## src/rtl/sirq_pkg.sv

```systemverilog
package sirq_pkg;

    typedef enum logic [2:0] {
        S_IDLE,
        S_START_LOW,
        S_START_HIGH,
        S_FRAMES,
        S_STOP_LOW,
        S_STOP_HIGH
    } sirq_state_e;

    typedef enum logic [1:0] {
        PH_SAMPLE,
        PH_RECOVER,
        PH_TURN
    } sirq_phase_e;

    localparam int STOP_QUIET_LOW = 2;
    localparam int STOP_CONT_LOW  = 3;

endpackage

```

## src/rtl/sirq_cfg_clamp.sv

```systemverilog
module sirq_cfg_clamp #(
    parameter int MAX_FRAMES = 17,
    parameter int FW         = 5,
    parameter int EXT_W      = 3,
    parameter int MIN_EXT    = 3
) (
    input  logic [EXT_W-1:0] cfg_start_ext,
    input  logic [FW-1:0]    cfg_frames,
    output logic [EXT_W-1:0] ext_eff,
    output logic [FW-1:0]    frames_eff
);

    always_comb begin
        if (cfg_start_ext < EXT_W'(MIN_EXT)) begin
            ext_eff = EXT_W'(MIN_EXT);
        end else begin
            ext_eff = cfg_start_ext;
        end

        if (cfg_frames == '0) begin
            frames_eff = FW'(1);
        end else if (cfg_frames > FW'(MAX_FRAMES)) begin
            frames_eff = FW'(MAX_FRAMES);
        end else begin
            frames_eff = cfg_frames;
        end
    end

endmodule

```

## src/rtl/sirq_seq.sv

```systemverilog
module sirq_seq
    import sirq_pkg::*;
#(
    parameter int MAX_FRAMES = 17,
    parameter int FW         = 5,
    parameter int SW         = 5,
    parameter int EXT_W      = 3
) (
    input  logic             clk,
    input  logic             rst_n,
    input  logic             line_in,
    input  logic             cfg_quiet,
    input  logic [EXT_W-1:0] ext_eff,
    input  logic [FW-1:0]    frames_eff,
    output logic             drv_en,
    output logic             drv_val,
    output logic             sample_en,
    output logic [SW-1:0]    sample_idx,
    output logic             frame_begin,
    output logic             publish
);

    localparam logic [EXT_W-1:0] STOP_Q_REM = EXT_W'(STOP_QUIET_LOW - 1);
    localparam logic [EXT_W-1:0] STOP_C_REM = EXT_W'(STOP_CONT_LOW - 1);

    sirq_state_e      state;
    sirq_phase_e      phase;
    logic [EXT_W-1:0] rem;
    logic [FW-1:0]    slot;
    logic [FW-1:0]    nfr;
    logic             stop_quiet;
    logic             quiet_r;

    // State register and counters
    always_ff @(posedge clk or negedge rst_n) begin
        if (!rst_n) begin
            state      <= S_IDLE;
            phase      <= PH_TURN;
            rem        <= '0;
            slot       <= '0;
            nfr        <= FW'(1);
            stop_quiet <= 1'b0;
            quiet_r    <= 1'b0;
        end else begin
            unique case (state)
                S_IDLE: begin
                    if (!line_in) begin
                        // peripheral drove the first low clock; host adds E
                        state <= S_START_LOW;
                        rem   <= ext_eff - 1'b1;
                    end else if (!quiet_r || !cfg_quiet) begin
                        state <= S_START_LOW;
                        rem   <= ext_eff;
                    end
                end
                S_START_LOW: begin
                    if (rem == '0) begin
                        state <= S_START_HIGH;
                    end else begin
                        rem <= rem - 1'b1;
                    end
                end
                S_START_HIGH: begin
                    state <= S_FRAMES;
                    phase <= PH_TURN;
                    slot  <= '0;
                    nfr   <= frames_eff;
                end
                S_FRAMES: begin
                    unique case (phase)
                        PH_SAMPLE:  phase <= PH_RECOVER;
                        PH_RECOVER: phase <= PH_TURN;
                        PH_TURN: begin
                            if (slot == nfr) begin
                                state      <= S_STOP_LOW;
                                stop_quiet <= cfg_quiet;
                                rem        <= cfg_quiet ? STOP_Q_REM : STOP_C_REM;
                            end else begin
                                phase <= PH_SAMPLE;
                                slot  <= slot + 1'b1;
                            end
                        end
                        default: phase <= PH_TURN;
                    endcase
                end
                S_STOP_LOW: begin
                    if (rem == '0) begin
                        state <= S_STOP_HIGH;
                    end else begin
                        rem <= rem - 1'b1;
                    end
                end
                S_STOP_HIGH: begin
                    quiet_r <= stop_quiet;
                    if (stop_quiet) begin
                        state <= S_IDLE;
                    end else begin
                        state <= S_START_LOW;
                        rem   <= ext_eff;
                    end
                end
                default: state <= S_IDLE;
            endcase
        end
    end

    // Outputs decoded from state
    always_comb begin
        drv_en      = 1'b0;
        drv_val     = 1'b0;
        sample_en   = 1'b0;
        frame_begin = 1'b0;
        publish     = 1'b0;
        unique case (state)
            S_IDLE:       ;
            S_START_LOW:  drv_en = 1'b1;
            S_START_HIGH: begin
                drv_en      = 1'b1;
                drv_val     = 1'b1;
                frame_begin = 1'b1;
            end
            S_FRAMES:     sample_en = (phase == PH_SAMPLE);
            S_STOP_LOW:   drv_en = 1'b1;
            S_STOP_HIGH: begin
                drv_en  = 1'b1;
                drv_val = 1'b1;
                publish = 1'b1;
            end
            default:      ;
        endcase
    end

    assign sample_idx = SW'(slot - 1'b1);

    // Checker state: number of earlier consecutive driven-low clocks
    logic       drv_low;
    logic [3:0] low_run;
    assign drv_low = drv_en && !drv_val;

    always_ff @(posedge clk or negedge rst_n) begin
        if (!rst_n) begin
            low_run <= '0;
        end else if (drv_low) begin
            low_run <= (low_run == 4'hF) ? low_run : low_run + 1'b1;
        end else begin
            low_run <= '0;
        end
    end

    p_low_width_r2: assert property (@(posedge clk) disable iff (!rst_n)
        drv_low |-> (low_run <= 4'd7));

    p_high_follows_low_r6: assert property (@(posedge clk) disable iff (!rst_n)
        ($past(drv_low) && !drv_low) |-> (drv_en && drv_val));

    p_high_single_r2: assert property (@(posedge clk) disable iff (!rst_n)
        (drv_en && drv_val) |=> !(drv_en && drv_val));

    p_sample_released_r4: assert property (@(posedge clk) disable iff (!rst_n)
        sample_en |-> !drv_en);

    p_frames_range_r5: assert property (@(posedge clk) disable iff (!rst_n)
        (state == S_FRAMES) |-> (nfr >= FW'(1) && nfr <= FW'(MAX_FRAMES)));

endmodule

```

## src/rtl/sirq_capture.sv

```systemverilog
module sirq_capture #(
    parameter int MAX_FRAMES = 17,
    parameter int SW         = 5
) (
    input  logic                  clk,
    input  logic                  rst_n,
    input  logic                  line_in,
    input  logic                  sample_en,
    input  logic [SW-1:0]         sample_idx,
    input  logic                  frame_begin,
    input  logic                  publish,
    output logic [MAX_FRAMES-1:0] irq_vec
);

    logic [MAX_FRAMES-1:0] shadow;

    for (genvar i = 0; i < MAX_FRAMES; i++) begin : g_slot
        always_ff @(posedge clk or negedge rst_n) begin
            if (!rst_n) begin
                shadow[i] <= 1'b0;
            end else if (frame_begin) begin
                shadow[i] <= 1'b0;
            end else if (sample_en && (sample_idx == SW'(i))) begin
                shadow[i] <= ~line_in;
            end
        end
    end

    always_ff @(posedge clk or negedge rst_n) begin
        if (!rst_n) begin
            irq_vec <= '0;
        end else if (publish) begin
            irq_vec <= shadow;
        end
    end

    p_vec_hold_r7: assert property (@(posedge clk) disable iff (!rst_n)
        !publish |=> $stable(irq_vec));

endmodule

```

## src/rtl/sirq_host.sv

```systemverilog
module sirq_host #(
    parameter int MAX_FRAMES = 17,
    parameter int EXT_W      = 3,
    parameter int MIN_EXT    = 3,
    localparam int FW        = $clog2(MAX_FRAMES + 1),
    localparam int SW        = $clog2(MAX_FRAMES)
) (
    input  logic                  clk,
    input  logic                  rst_n,
    input  logic                  line_in,
    output logic                  drv_en,
    output logic                  drv_val,
    input  logic                  cfg_quiet,
    input  logic [EXT_W-1:0]      cfg_start_ext,
    input  logic [FW-1:0]         cfg_frames,
    output logic [MAX_FRAMES-1:0] irq_vec
);

    logic [EXT_W-1:0] ext_eff;
    logic [FW-1:0]    frames_eff;
    logic             sample_en;
    logic [SW-1:0]    sample_idx;
    logic             frame_begin;
    logic             publish;

    sirq_cfg_clamp #(
        .MAX_FRAMES (MAX_FRAMES),
        .FW         (FW),
        .EXT_W      (EXT_W),
        .MIN_EXT    (MIN_EXT)
    ) u_clamp (
        .cfg_start_ext (cfg_start_ext),
        .cfg_frames    (cfg_frames),
        .ext_eff       (ext_eff),
        .frames_eff    (frames_eff)
    );

    sirq_seq #(
        .MAX_FRAMES (MAX_FRAMES),
        .FW         (FW),
        .SW         (SW),
        .EXT_W      (EXT_W)
    ) u_seq (
        .clk         (clk),
        .rst_n       (rst_n),
        .line_in     (line_in),
        .cfg_quiet   (cfg_quiet),
        .ext_eff     (ext_eff),
        .frames_eff  (frames_eff),
        .drv_en      (drv_en),
        .drv_val     (drv_val),
        .sample_en   (sample_en),
        .sample_idx  (sample_idx),
        .frame_begin (frame_begin),
        .publish     (publish)
    );

    sirq_capture #(
        .MAX_FRAMES (MAX_FRAMES),
        .SW         (SW)
    ) u_capture (
        .clk         (clk),
        .rst_n       (rst_n),
        .line_in     (line_in),
        .sample_en   (sample_en),
        .sample_idx  (sample_idx),
        .frame_begin (frame_begin),
        .publish     (publish),
        .irq_vec     (irq_vec)
    );

endmodule

```

## config.mk

```make
export PLATFORM = sky130hd
export DESIGN_NAME = sirq_host
export DESIGN_NICKNAME = d
export VERILOG_FILES = /design/src/rtl/sirq_pkg.sv /design/src/rtl/sirq_cfg_clamp.sv /design/src/rtl/sirq_seq.sv /design/src/rtl/sirq_capture.sv /design/src/rtl/sirq_host.sv
export SDC_FILE = /design/constraint.sdc
export NUM_CORES = 1
export LEC_CHECK = 0
export BUFFER_PORTS_ARGS = -buffer_cell sky130_fd_sc_hd__buf_2
export CELL_PAD_IN_SITES_DETAIL_PLACEMENT = 1
export CELL_PAD_IN_SITES_GLOBAL_PLACEMENT = 1
export CORE_MARGIN = 2
export CORE_UTILIZATION = 40
export CTS_BUF_LIST = sky130_fd_sc_hd__clkbuf_8
export DETAILED_ROUTE_END_ITERATION = 6
export PLACE_DENSITY = 0.79
export RECOVER_POWER = 25
export SLEW_MARGIN = 15
export SYNTH_ARGS = -nofsm -noshare
export SYNTH_HDL_FRONTEND = slang
export SYNTH_HIERARCHICAL = 1
export SYNTH_SLANG_ARGS = --single-unit
```

## constraint.sdc

```tcl
create_clock -name clk -period 2.69 [get_ports clk]
set_input_delay 0.269 -clock clk [delete_from_list [all_inputs] [get_ports clk]]
set_output_delay 0.269 -clock clk [all_outputs]
set_load 0.05 [all_outputs]
```

==> metrics.cfg <==
[final_layout]
fin_nets=324
instances_no_fill=407
seq_area_mm2=0.00135
antenna-diode-count=0
syn_to_final_growth_pct=13.1
final_common_cell=dfrtp_1
design_area_mm2=0.00336
drive_above_1_share=0.266
multiInputGateArea_mm2=0.00149
final_cell_mix=dfrtp_1, buf_2, mux2_2
fin_util=0.465
fillerInstances=814

[route]
antenna_left=0
finalWirelength_um=6480
wl_per_cell_um=15.9
drtIter0Drc=88
viasPerCell=5.33
route.vias.total=2169
firstDrtPassIters=4
drc=0

[yosys]
synth_top_area_share=0.438
synth_area_mm2=0.00297
synthTopCellsByArea=dfrtp_1, mux2_2, mux2i_1
synth_edf_count=0
ys.flop_type=dfrtp_1
ys_types=59
syn_nets=294
syn_area_per_cell_um2=10.7
yosysSeqAreaShare=0.456
yosysWarnings=6
async_flop_share=1.00
ys_ff_latch=54
yosysTopAreaCell=dfrtp_1
synthCells=277

[placement]
routabilityCongestion=0.843
portBuffers=30
dp_slack_ns=0.416
dp.cells=398
dp_hpwl_um=4720
postPlaceCellArea_mm2=0.00323

[critical_path]
cp_max_fo=10
critPathTopFamily=simple AND/OR/NAND/NOR gates
cp_num_buf_inv=1
crit_slowest_cell=dfrtp_1
path_cells=nor2b_1 > nand2_1 > nor3_1 > buf_4 > nor4b_2 > nand3_1 > mux2i_1
critPathRequiredTime_ns=2.92
cp.arrival_ns=2.54
slowest_delay_ns=0.52
critPathKind=register to register
critPathLaunchType=register
endpoint_kind=register

[cts]
cts_tree=done
cts.sinks=54
postCtsSetupRepairBufs=0
clk_pin_slew_ns=0.11
cts_root_buf=clkbuf_8
clk_path_buf_depth=2
worstSkewPairLatency_ns=0.31
cts_max_level=2
cts_made_buffers=5

[sta]
timing.final.hold_violations=0
rsz0062_at_grt=false
tns_ns=0
setup_violations=0
post-route-period-util=0.856
fmax_mhz=434
finalMaxSlewViolations=0
whs_ns=0.270
max_slew.worst_pin.slew_ns=1.46
slew_headroom=0.0258
skew_ns=0.00805
fin_ws_ns=0.388
period_needed_ns=2.30

[outcome]
status=finished clean

[floorplan]
rows=31
dieArea_mm2=0.00813
die_x_um=90.2
start_util=0.412
io_pins=31
fp.dieH_um=90.2
core_area_mm2=0.00721

[pwr]
vdd_drop_max_mv=0.264
power_density_mw_per_mm2=998
leakage_nw=1.70
power_mw=3.35

[global_routing]
grt_pass1_wl_um=11300
grt_pass1_vias=2219
overflow=0
antenna_found_initial=0
grt_util_all_layers=0.170
grt_max_degree=30

[worst_hold_path]
hp-class=primary input to register

[run]
max_cap_viol_count=0

==> registers in the layout, indices dropped and copies added (netlist names) <==
signal / count
u_capture/irq_vec: 17
u_capture/shadow: 17
u_seq/nfr: 5
u_seq/phase: 2
u_seq/quiet_r: 1
u_seq/rem: 3
u_seq/slot: 5
u_seq/state: 3
u_seq/stop_quiet: 1
==> worst paths after layout <==
check | start | end | slack (ns) | depth (start not counted)
setup / recovery | u_seq/state[2] | u_capture/shadow[12] | 0.39 | 7
hold / removal | cfg_frames[4] | u_seq/nfr[4] | 0.27 | 2
setup reg to reg | u_seq/state[2] | u_capture/shadow[12] | 0.39 | 7
hold reg to reg | u_seq/rem[2] | u_seq/rem[2] | 0.50 | 1
max in group asynchronous | rst_n | u_seq/nfr[3] | 0.99 | 2
min in group asynchronous | rst_n | u_capture/irq_vec[2] | 0.84 | 2
==> where the power goes <==
| group | total [mW] | switching [mW] | internal [mW] |
|---|---|---|---|
| Combinational | 1.60 | 0.970 | 0.630 |
| Clock | 0.572 | 0.288 | 0.284 |
| Sequential | 1.18 | 0.177 | 1.00 |
| Total | 3.35 | 1.44 | 1.91 |
==> what timing repair did <==
item	CTS	global route
resized for setup	0	0
hold buffers	1	0
endpoints found under the hold margin	23	0
==> per-layer routing <==
metal	vias to the layer above	global-route usage	wire length [um]
met4	0	0.0462	82
met1	1097	0.239	3140
li1	1037	-	-
met5	-	0	0
met2	28	0.273	3140
met3	7	0.0277	120
==> layout make-up <==
cell class | count | share of cell area
well taps | 99 | 0.0369
multi-input cells | 195 | 0.444
flip-flops and latches | 54 | 0.403
clock inverters | 3 | 0.0145
clock buffers | 5 | 0.0205
repair buffers | 38 | 0.0667
inverters | 13 | 0.0145
==> cell families after synthesis <==
family          share of synthesized area
compound gates                      0.111
xor+xnor                           0.0325
fa+ha+maj                          0.0211
buf+inv                            0.0426
flops                               0.456
mux                                 0.163
simple gates                        0.174
==> synth_stat cells (all sizes together), types with 2 or more instances <==
master and count:
or3 3, buf 10, a221o 2, o21ai 8, dfstp 2, and3 2
xnor2 3, ha 5, and4bb 2, mux2i 18, a211oi 2, nor2 14
clkbuf 5, a21oi 9, nand2 21, a21o 3, nor2b 9, nor3 5
nand3 4, dfrtp 52, xor2 8, mux2 27, nand2b 22, nand4 2
inv 13, o211ai 4
Power figures use the tool's default switching activity.
